--- src/rtl/icap_pkg.sv ---
package icap_pkg;
  parameter int unsigned BUS_W = 8;
  localparam int unsigned CNT_W = 2 * BUS_W;

  typedef logic [CNT_W-1:0] cnt_t;
  typedef logic [BUS_W-1:0] byte_t;

  typedef enum logic { SRC_PIN = 1'b0, SRC_CMP = 1'b1 } src_e;
endpackage

--- src/rtl/icap_sync.sv ---
module icap_sync #(
  parameter int unsigned STAGES = 2
) (
  input  logic clk_i,
  input  logic rst_ni,
  input  logic d_i,
  output logic q_o
);
  logic [STAGES-1:0] stage_q;

  always_ff @(posedge clk_i or negedge rst_ni) begin
    if (!rst_ni) stage_q <= '0;
    else         stage_q <= {stage_q[STAGES-2:0], d_i};
  end

  assign q_o = stage_q[STAGES-1];
endmodule

--- src/rtl/icap_filter.sv ---
module icap_filter #(
  parameter int unsigned LEN = 4
) (
  input  logic clk_i,
  input  logic rst_ni,
  input  logic en_i,
  input  logic d_i,
  output logic level_o
);
  localparam int unsigned RW = $clog2(LEN + 1);
  localparam logic [RW-1:0] LAST = RW'(LEN - 1);

  logic          out_q;
  logic [RW-1:0] run_q;

  always_ff @(posedge clk_i or negedge rst_ni) begin
    if (!rst_ni) begin
      out_q <= 1'b0;
      run_q <= '0;
    end else if (!en_i) begin
      // track input while bypassed so enabling never makes a false edge
      out_q <= d_i;
      run_q <= '0;
    end else if (d_i != out_q) begin
      if (run_q == LAST) begin
        out_q <= d_i;
        run_q <= '0;
      end else begin
        run_q <= run_q + 1'b1;
      end
    end else begin
      run_q <= '0;
    end
  end

  assign level_o = en_i ? out_q : d_i;


  filt_run_chk: assert property (@(posedge clk_i) disable iff (!rst_ni)
    (!$stable(out_q) && $past(en_i)) |-> ($past(run_q) == LAST));
endmodule

--- src/rtl/icap_edge.sv ---
module icap_edge (
  input  logic clk_i,
  input  logic rst_ni,
  input  logic level_i,
  input  logic rise_i,
  output logic ev_o
);
  logic prev_q;

  always_ff @(posedge clk_i or negedge rst_ni) begin
    if (!rst_ni) prev_q <= 1'b0;
    else         prev_q <= level_i;
  end

  assign ev_o = rise_i ? (level_i & ~prev_q) : (~level_i & prev_q);


  edge_dir_chk: assert property (@(posedge clk_i) disable iff (!rst_ni)
    ev_o |=> (prev_q == rise_i));
endmodule

--- src/rtl/icap_unit.sv ---
module icap_unit
  import icap_pkg::*;
#(
  parameter int unsigned SYNC_STAGES = 2,
  parameter int unsigned FILT_LEN    = 4
) (
  input  logic             clk_i,
  input  logic             rst_ni,
  input  logic             cap_pin_i,
  input  logic             cmp_i,
  input  logic             src_sel_i,
  input  logic             edge_rise_i,
  input  logic             filt_en_i,
  input  logic             rd_i,
  input  logic             addr_i,
  output logic [BUS_W-1:0] rdata_o,
  input  logic             flag_clr_i,
  input  logic             irq_ack_i,
  output logic             irq_o,
  output logic [CNT_W-1:0] count_o
);
  logic  raw, synced, level, cap_ev, flag_q;
  cnt_t  cnt_q, cap_q;
  byte_t hold_q;

  assign raw = (src_e'(src_sel_i) == SRC_CMP) ? cmp_i : cap_pin_i;

  icap_sync #(.STAGES(SYNC_STAGES)) u_sync (
    .clk_i(clk_i), .rst_ni(rst_ni), .d_i(raw), .q_o(synced)
  );

  icap_filter #(.LEN(FILT_LEN)) u_filt (
    .clk_i(clk_i), .rst_ni(rst_ni), .en_i(filt_en_i), .d_i(synced), .level_o(level)
  );

  icap_edge u_edge (
    .clk_i(clk_i), .rst_ni(rst_ni), .level_i(level), .rise_i(edge_rise_i), .ev_o(cap_ev)
  );

  always_ff @(posedge clk_i or negedge rst_ni) begin
    if (!rst_ni) cnt_q <= '0;
    else         cnt_q <= cnt_q + 1'b1;
  end

  always_ff @(posedge clk_i or negedge rst_ni) begin
    if (!rst_ni)     cap_q <= '0;
    else if (cap_ev) cap_q <= cnt_q;
  end

  // set has priority over either clear source
  always_ff @(posedge clk_i or negedge rst_ni) begin
    if (!rst_ni)                       flag_q <= 1'b0;
    else if (cap_ev)                   flag_q <= 1'b1;
    else if (flag_clr_i || irq_ack_i)  flag_q <= 1'b0;
  end

  always_ff @(posedge clk_i or negedge rst_ni) begin
    if (!rst_ni)              hold_q <= '0;
    else if (rd_i && !addr_i) hold_q <= cap_q[CNT_W-1:BUS_W];
  end

  always_comb begin
    rdata_o = '0;
    if (rd_i) rdata_o = addr_i ? hold_q : cap_q[BUS_W-1:0];
  end

  assign irq_o   = flag_q;
  assign count_o = cnt_q;


  cap_flag_chk: assert property (@(posedge clk_i) disable iff (!rst_ni)
    cap_ev |=> (flag_q && cap_q == $past(cnt_q)));

  cap_hold_chk: assert property (@(posedge clk_i) disable iff (!rst_ni)
    !cap_ev |=> $stable(cap_q));

  flag_clr_chk: assert property (@(posedge clk_i) disable iff (!rst_ni)
    ((flag_clr_i || irq_ack_i) && !cap_ev) |=> !flag_q);

  hold_load_chk: assert property (@(posedge clk_i) disable iff (!rst_ni)
    (rd_i && !addr_i) |=> (hold_q == $past(cap_q[CNT_W-1:BUS_W])));

  cnt_step_chk: assert property (@(posedge clk_i) disable iff (!rst_ni)
    1'b1 |=> (count_o == $past(count_o) + 1'b1));
endmodule

--- config.mk ---
export PLATFORM = sky130hd
export DESIGN_NAME = icap_unit
export DESIGN_NICKNAME = d
export VERILOG_FILES = /design/src/rtl/icap_pkg.sv /design/src/rtl/icap_sync.sv /design/src/rtl/icap_filter.sv /design/src/rtl/icap_edge.sv /design/src/rtl/icap_unit.sv
export SDC_FILE = /design/constraint.sdc
export NUM_CORES = 1
export LEC_CHECK = 0
export CAP_MARGIN = 20
export CELL_PAD_IN_SITES_DETAIL_PLACEMENT = 1
export CELL_PAD_IN_SITES_GLOBAL_PLACEMENT = 2
export CORE_AREA = 2 2 108 58
export CTS_CLUSTER_SIZE = 25
export DETAILED_ROUTE_END_ITERATION = 6
export DIE_AREA = 0 0 110 60
export PLACE_DENSITY_LB_ADDON = 0.15
export SYNTH_ARGS = -nofsm -noshare
export SYNTH_HDL_FRONTEND = slang
export SYNTH_SLANG_ARGS = --single-unit
--- constraint.sdc ---
create_clock -name clk_i -period 3.7 [get_ports clk_i]
set_clock_uncertainty 0.05 [all_clocks]
set_input_delay 0.74 -clock clk_i [delete_from_list [all_inputs] [get_ports clk_i]]
set_output_delay 0.74 -clock clk_i [all_outputs]
set_load 0.03 [all_outputs]
Word-level counts from Yosys, hierarchy flattened
Index checks and enable logic that the tools add are counted.
Word-level totals
  word-level logic and storage cells: 36
  input bits: 11
  bits in registers: 48
Operators by class
  reductions and logical operators: 5
  equal/unequal tests: 4
  multiplexer cells: 13
  $add $sub $neg: 2
  bitwise operators: 4
Operators by type and width (number)
  $add 16x1->16 const B: 1
  $mux 8: 2
  $mux 3: 3
  $mux 1: 8
  $ne 2x1->1 const B: 2
  $add 3x1->3 const B: 1
  $eq 3x2->1 const B: 1
  $and 1x1->1: 2
  $not 1->1: 2
  $reduce_and 2->1: 1
  $reduce_bool 2->1: 1
  $logic_and 1x1->1: 1
  $logic_not 1->1: 1
  $logic_or 1x1->1: 1
  $ne 1x1->1: 1

Logic depth before layout (Yosys ltp)
Gate-level depths: netlist of run 1.
  word-level depth: 5
  gate-level depth with buffers: 4

By module
From an unflattened synthesis of run 1, not the netlist that was laid out.
Unflattened totals
  cells, all modules: 151
  area total of the unflattened synthesis: 2069.5 um^2
By module, submodules not included
  icap_unit: area each 1781.7 um^2, seq. area each 1026.0 um^2, instances 1, cells an instance 130
  icap_filter: area each 190.2 um^2, seq. area each 100.1 um^2, instances 1, cells an instance 15
  icap_sync: area each 50.0 um^2, seq. area each 50.0 um^2, instances 1, cells an instance 2
  icap_edge: area each 47.5 um^2, seq. area each 25.0 um^2, instances 1, cells an instance 4

Worst setup path before layout of run 1
No wires, ideal clock.
  kind: in2out
  from: input addr_i
  to: output rdata_o[0]
  data required time: 2.910 ns
  slack: 1.413 ns
  data arrival time: 1.497 ns
  stages: 3
  path through: buf_2 mux2i_1 nor2b_1
On the way
  longest elaborated chain between the ends: 2
RTL lines
  start, declared: RTL line icap_unit.sv:15  | input logic addr_i,
  $mux 8 (2 in a row): RTL line icap_unit.sv:64  | if (rd_i) rdata_o = addr_i ? hold_q : cap_q[BUS_W-1:0];
  end, declared: RTL line icap_unit.sv:16  | output logic [BUS_W-1:0] rdata_o,
Every way passes these cells.

Worst setup path in the final report of run 1
  from: input addr_i
  to: output rdata_o[6]
Same word-level chain as after synthesis.

==> key figures, run 1 <==
Run status
  • Status: complete, no violations

Route
  • Routed vias: 1300
  • Avg WL per Cell: 17.5 µm
  • Vias per inst: 4.81
  • Antenna violation net count after detailed routing: 0
  • DRC viols: 0
  • TritonRoute pass-1 iters: 3
  • DR iter-0 viols: 11
  • Final WL: 4740 µm

Synthesis
  • Main flop type after synthesis: dfrtp_1
  • Post-synth ARST share: 1.00
  • Post-synth EDFFs: 0
  • Main area contributors after synthesis: dfrtp_1 58%, mux2_2 9.2%, mux2_4 7.2%
  • Avg Cell Area, Syn: 13.7 µm²
  • Most common cell in the netlist: dfrtp_1
  • Synth top cells by count: 48 x dfrtp_1, 17 x mux2_2, 11 x nor2b_1
  • Net Count, Synth: approximately 170
  • Leading area contributor after synthesis: dfrtp_1
  • Cells after synthesis: 152
  • Mapped Area: 2080 µm²
  • Synth Register Bits: 48
  • Share of the synthesized area in the top cell type: 0.576
  • Sequential area share after synthesis: 0.576
  • Yosys cell types: 22
  • Number of synthesis warnings: 0

Power
  • P_leak: 1.21 nW
  • Power per cell area: around 410 nW/µm²
  • Total power: between 1 and 1.5 mW
  • Max IR drop VDD: 132 µV

Global route
  • Largest net degree at the start of global routing: 49
  • Vias in the first global route: 1421
  • Initial antenna violation count: 0
  • Global routing usage summed across all routing layers: 0.160
  • First-pass GRT wire length: 7560 µm
  • GRT overflow: 0

Final layout
  • Post-layout nets: 205
  • # diodes: 0
  • Design Area, Final: 2630 µm²
  • Area growth syn-to-layout: 26.1%
  • Share of cells above drive strength 1: 0.197

STA
  • Fmax: 0.294 GHz
  • RSZ-0062 raised after global routing: no
  • Relative slew slack: 0.450
  • Max-slew violations: 0
  • Fin. Hold Viols: 0
  • Fin Setup TNS: 0 ns
  • Final setup vio count: 0
  • Worst Tran Pin Value: 0.808 ns
  • Min cycle time layout: between 3 and 4 ns
  • Fin crit share: 0.918

CTS
  • CTS tree: yes
  • Clk slew on worst S/H paths: 0.08 ns
  • Worst-skew pair later-pin latency: around 0.3 ns
  • H-tree depth: 2
  • Setup repair bufs after CTS: 0
  • Clock buffer count from CTS: 5
  • Num Clock Sinks: 48
  • CTS root buffer: clkbuf_8
  • Hold_buf cts: 0
  • PostCTS Resize Cnt: 0
  • Clk buf depth: 2

Setup path
  • WS Path Type: input port to primary output
  • Critical-path maximum fanout: 9
  • Nature of the critical path startpoint: input port
  • Worst reg2reg startpoint: u_sync.stage_q[1]$_DFF_PN0_
  • Critical Path AT: 2.61 ns
  • Max stage delay on crit path: 0.83 ns
  • Critical-path cell list: clkdlybuf4s50_1 -> mux2i_1 -> nor2b_1 -> clkdlybuf4s50_1
  • CP required: 2.91 ns
  • Worst setup startpoint: addr_i
  • Reg2reg path depth: 3
  • Crit end category: primary output
  • CP dominant cell by count: clkdlybuf4s50_1
  • Slowest-stage cell, CP: clkdlybuf4s50_1

Floorplan
  • CORE AREA: 5730 µm²
  • Die H: 60 µm
  • DIE AREA: 6600 µm²
  • Rows: 20
  • Ports: 36
  • Die X: 110 µm
  • Starting density of the core: 0.364

Run
  • # Max-Cap Violations: 0

Placed design
  • Post-DP Area: 2500 µm²
  • RD Place Congestion: 0.722
  • Hpwl dp: 3450 µm
  • IO Port Bufs: 35

Min path
  • Tightest Hold Check Type: input port to async pin
==> cells by family (layout without fill, tap and decap cells) <==
group	count (synthesis)	count (layout)	share of synthesized area
XOR/XNOR	15	15	0.0630
adder cells (fa/ha/maj)	2	2	0.0120
buffers and inverters	7	48	0.0210
flip-flops	48	48	0.576
multiplexers	36	36	0.213
AND/OR/NAND/NOR	44	44	0.115
==> worst max-delay path: cells and delay by family <==
family                 cells  cell delay (ns)
buffers and inverters      2             1.52
AND/OR/NAND/NOR            1             0.18
multiplexers               1             0.17
==> report_power, final <==
part	internal [mW]	switching, mW	leakage [nW]
sequential	0.548	0.0159	0.628
combinational	0.0639	0.0660	0.532
clock	0.200	0.176	0.0541
==> cell type report <==
type	count	area [µm²]
Clock buffer	5	68.8
Clock inverter	3	42.5
Inverter	4	15.0
Fill cell	589	3100
Multi-Input combinational cell	97	840
Sequential cell	48	1200
Tap cell	77	96.3
Timing Repair Buffer	36	365
==> registers in the layout, indices dropped and copies added, names as in the netlist <==
| register | count |
|---|---|
| count_o | 16 |
| u_edge.prev_q | 1 |
| irq_o | 1 |
| u_filt.run_q | 3 |
| cap_q | 16 |
| hold_q | 8 |
| u_sync.stage_q | 2 |
| u_filt.out_q | 1 |
==> cells in the final DEF, fill, tap and decap left out <==
| cell type | netlist | layout |
|---|---|---|
| dfrtp_1 | 48 | 48 |
| clkdlybuf4s50_1 | 0 | 34 |
| mux2_2 | 17 | 17 |
| nor2b_1 | 11 | 11 |
| nand3_1 | 10 | 10 |
| mux2_4 | 10 | 10 |
| xor2_1 | 9 | 9 |
| mux2i_1 | 8 | 8 |
| xnor2_1 | 6 | 6 |
| nand2_1 | 5 | 5 |
| clkbuf_8 | 0 | 5 |
| nor4_1 | 4 | 4 |
| inv_1 | 4 | 4 |
| nor3_1 | 4 | 4 |
| nor2_1 | 4 | 4 |
| nand4_1 | 3 | 3 |
| ha_1 | 2 | 2 |
| and3_1 | 1 | 1 |
| nand2b_1 | 1 | 1 |
| and4b_1 | 1 | 1 |
| mux2i_4 | 1 | 1 |
| clkinv_2 | 0 | 1 |
| bufinv_16 | 0 | 1 |
| clkinvlp_4 | 0 | 1 |
| buf_2 | 1 | 1 |
| buf_12 | 1 | 1 |
==> through the flow <==
step                hold slack (ns)  setup slack (ns)  instances  utilization
floorplan                     0.281              1.41        152            -
global placement              0.285             0.373        261        0.436
detailed placement            0.293             0.286        261        0.436
CTS                           0.313             0.286        269        0.455
global route                  0.238             0.192        270        0.459
finish                        0.249             0.302        270        0.459
==> final timing paths <==
kind                                          endpoint  slack, ns
setup / recovery                            rdata_o[6]       0.30
hold / removal                    count_o[1]$_DFF_PN0_       0.25
setup reg to reg                  cap_q[6]$_DFFE_PN0P_       1.73
hold reg to reg            u_sync.stage_q[1]$_DFF_PN0_       0.31
max in group asynchronous        count_o[12]$_DFF_PN0_       2.87
min in group clk_i         u_sync.stage_q[1]$_DFF_PN0_       0.31
==> layer usage <==
metal	vias to the layer above	global-route usage	routed length, µm
met5	-	0	0
met4	0	0.0651	76
met3	8	0.0425	151
met2	26	0.222	1980
met1	655	0.234	2520
li1	611	-	-
(Power assumes the default switching activity.)
==> inputs of run 2 (changes only) <==
--- a/config.mk
+++ b/config.mk
@@ -13,6 +13,8 @@
 export DETAILED_ROUTE_END_ITERATION = 6
 export DIE_AREA = 0 0 110 60
 export PLACE_DENSITY_LB_ADDON = 0.15
+export SETUP_SLACK_MARGIN = 0.4
+export SKIP_LAST_GASP = 1
 export SYNTH_ARGS = -nofsm -noshare
 export SYNTH_HDL_FRONTEND = slang
 export SYNTH_SLANG_ARGS = --single-unit
==> key figures, run 2 (same netlist as run 1, synthesis figures left out) <==
Route
  • DR iter-0 viols: 11 (unchanged)
  • Routed vias: 1300 (unchanged)
  • DRC viols: 0 (unchanged)
  • Avg WL per Cell: 17.5 µm (unchanged)
  • Vias per inst: 4.81 (unchanged)
  • TritonRoute pass-1 iters: 3 (unchanged)
  • Antenna violation net count after detailed routing: 0 (unchanged)
  • Final WL: 4740 µm (unchanged)

Setup path
  • Critical-path cell list: dlygate4sd2_1 -> mux2i_1 -> nor2b_1 -> clkdlybuf4s50_1
  • Critical Path AT: 2.34 ns (-0.27 ns)
  • Worst Path Buf+Inv: 2 (unchanged)
  • Crit path max-delay family: buffers and inverters
  • WP depth: 4 (unchanged)
  • Nature of the critical path startpoint: input port
  • WS Path Type: input port to primary output
  • CP required: 2.91 ns (about the same)
  • Max stage delay on crit path: 0.69 ns (-0.14 ns)
  • Crit end category: primary output
  • Reg2reg path depth: 3 (unchanged)
  • Slowest-stage cell, CP: clkdlybuf4s50_1
  • Critical-path maximum fanout: 9 (unchanged)

STA
  • Fin. Hold Viols: 0 (unchanged)
  • Min cycle time layout: 3.13 ns (-0.272 ns)
  • Setup WS post-layout: 0.575 ns (+0.272 ns)
  • Final setup vio count: 0 (unchanged)
  • Fin crit share: 0.845 (-0.0736)
  • Relative slew slack: 0.450 (unchanged)
  • Fmax: 0.320 GHz (+8.7%)
  • Worst Tran Pin Value: 0.808 ns (unchanged)
  • Max-slew violations: 0 (unchanged)
  • Final hold slack: 0.249 ns (unchanged)
  • RSZ-0062 raised after global routing: no
  • Fin Setup TNS: 0 ns (unchanged)

Floorplan
  • Die X: 110 µm (unchanged)
  • CORE AREA: 5730 µm² (unchanged)
  • Rows: 20 (unchanged)
  • Die H: 60 µm (unchanged)
  • Ports: 36 (unchanged)
  • DIE AREA: 6600 µm² (unchanged)
  • Starting density of the core: 0.364 (unchanged)

Power
  • P_leak: 1.22 nW (+0.11%)
  • Max IR drop VDD: 132 µV (about the same)
  • Logic pwr share: 0.121 (about the same)
  • Psw: 0.257 mW (about the same)
  • Power per cell area: 407 nW/µm² (about the same)
  • Clk pwr share: 0.351 (about the same)
  • Switch share: 0.241 (about the same)
  • Flop pwr share: 0.528 (about the same)
  • Int Power: 0.811 mW (about the same)

Global route
  • First-pass GRT wire length: 7560 µm (unchanged)
  • Global routing usage summed across all routing layers: 0.160 (unchanged)
  • Initial antenna violation count: 0 (unchanged)
  • GRT overflow: 0 (unchanged)
  • Largest net degree at the start of global routing: 49 (unchanged)
  • Vias in the first global route: 1421 (unchanged)

CTS
  • CTS root buffer: clkbuf_8
  • PostCTS Resize Cnt: 1 (+1)
  • Clk buf depth: 2 (unchanged)
  • Worst-skew pair later-pin latency: 0.30 ns (about the same)
  • Clock buffer count from CTS: 5 (unchanged)
  • Hold_buf cts: 0 (unchanged)
  • H-tree depth: 2 (unchanged)
  • Setup repair bufs after CTS: 0 (unchanged)
  • Num Clock Sinks: 48 (unchanged)
  • Clk slew on worst S/H paths: 0.08 ns (about the same)
  • CTS tree: yes

Placed design
  • IO Port Bufs: 35 (unchanged)
  • Inst Count DP: 261 (unchanged)
  • RD Place Congestion: 0.722 (unchanged)
  • Hpwl dp: 3450 µm (unchanged)
  • Dpl ws: 0.286 ns (unchanged)

Run
  • # Max-Cap Violations: 0 (unchanged)

Final layout
  • Share of cells above drive strength 1: 0.197 (unchanged)
  • Most frequent cells in the layout: 48 x dfrtp_1, 33 x clkdlybuf4s50_1, 17 x mux2_2
  • Post-layout util: 0.459 (about the same)
  • Commonest non-fill, non-tap cell in the layout: dfrtp_1
  • # fillers: 588 (-0.17%)
  • Post-layout nets: 205 (unchanged)
  • Cell Count, Final, Fillers Out: 270 (unchanged)
  • Area growth syn-to-layout: 26.1% (about the same)
  • # diodes: 0 (unchanged)

Min path
  • Tightest Hold Check Type: input port to async pin

Run status
  • Status: complete, no violations
==> run 2: cell types whose count changed in the layout (fill, tap and decap cells not counted) <==
cell | before | now
clkdlybuf4s50_1 | 34 | 33
dlygate4sd2_1 | 0 | 1
==> run 2: cell type report <==
| cell class | instances | area, µm² | area share |
|---|---|---|---|
| Inverter | 4 | 15.0 | 0.00571 |
| Tap cell | 77 | 96.3 | 0.0367 |
| Clock buffer | 5 | 68.8 | 0.0262 |
| Timing Repair Buffer | 36 | 364 | 0.139 |
| Clock inverter | 3 | 42.5 | 0.0162 |
| Multi-Input combinational cell | 97 | 840 | 0.320 |
| Sequential cell | 48 | 1200 | 0.457 |
==> run 2: path summary, 6_finish.rpt <==
kind / start / end / slack (ns)
max: addr_i / rdata_o[6] / 0.57
max reg2reg: u_sync.stage_q[1]$_DFF_PN0_ / cap_q[6]$_DFFE_PN0P_ / 1.73
max in group asynchronous: rst_ni / count_o[12]$_DFF_PN0_ / 2.87
min in group clk_i: u_sync.stage_q[0]$_DFF_PN0_ / u_sync.stage_q[1]$_DFF_PN0_ / 0.31
min: rst_ni / count_o[1]$_DFF_PN0_ / 0.25
min reg2reg: u_sync.stage_q[0]$_DFF_PN0_ / u_sync.stage_q[1]$_DFF_PN0_ / 0.31
==> run 2: power groups by stage <==
stage	Clock [mW]	Sequential [mW]	Combinational, mW
after CTS	0.390	0.564	0.130
after floorplan	0	0.571	0.0836
after detailed placement	0	0.575	0.130
after global routing	0.407	0.567	0.139
after global placement	0	0.573	0.124
final	0.376	0.564	0.129
==> run 2: per-stage QoR <==
stage          cell area (µm²)  power [mW]
4_1_cts                   2610        1.08
3_3_place_gp              2500       0.697
3_5_place_dp              2500       0.705
6_report                  2630        1.07
5_1_grt                   2630        1.11
2_1_floorplan             2080       0.655
==> run 2: layer usage <==
| metal | vias to the layer above | part of all wire | GRT usage |
|---|---|---|---|
| met5 | - | 0 | 0 |
| met4 | 0 | 0.016 | 0.0651 |
| met3 | 8 | 0.032 | 0.0425 |
| met2 | 26 | 0.42 | 0.222 |
| met1 | 655 | 0.53 | 0.234 |
| li1 | 611 | - | - |
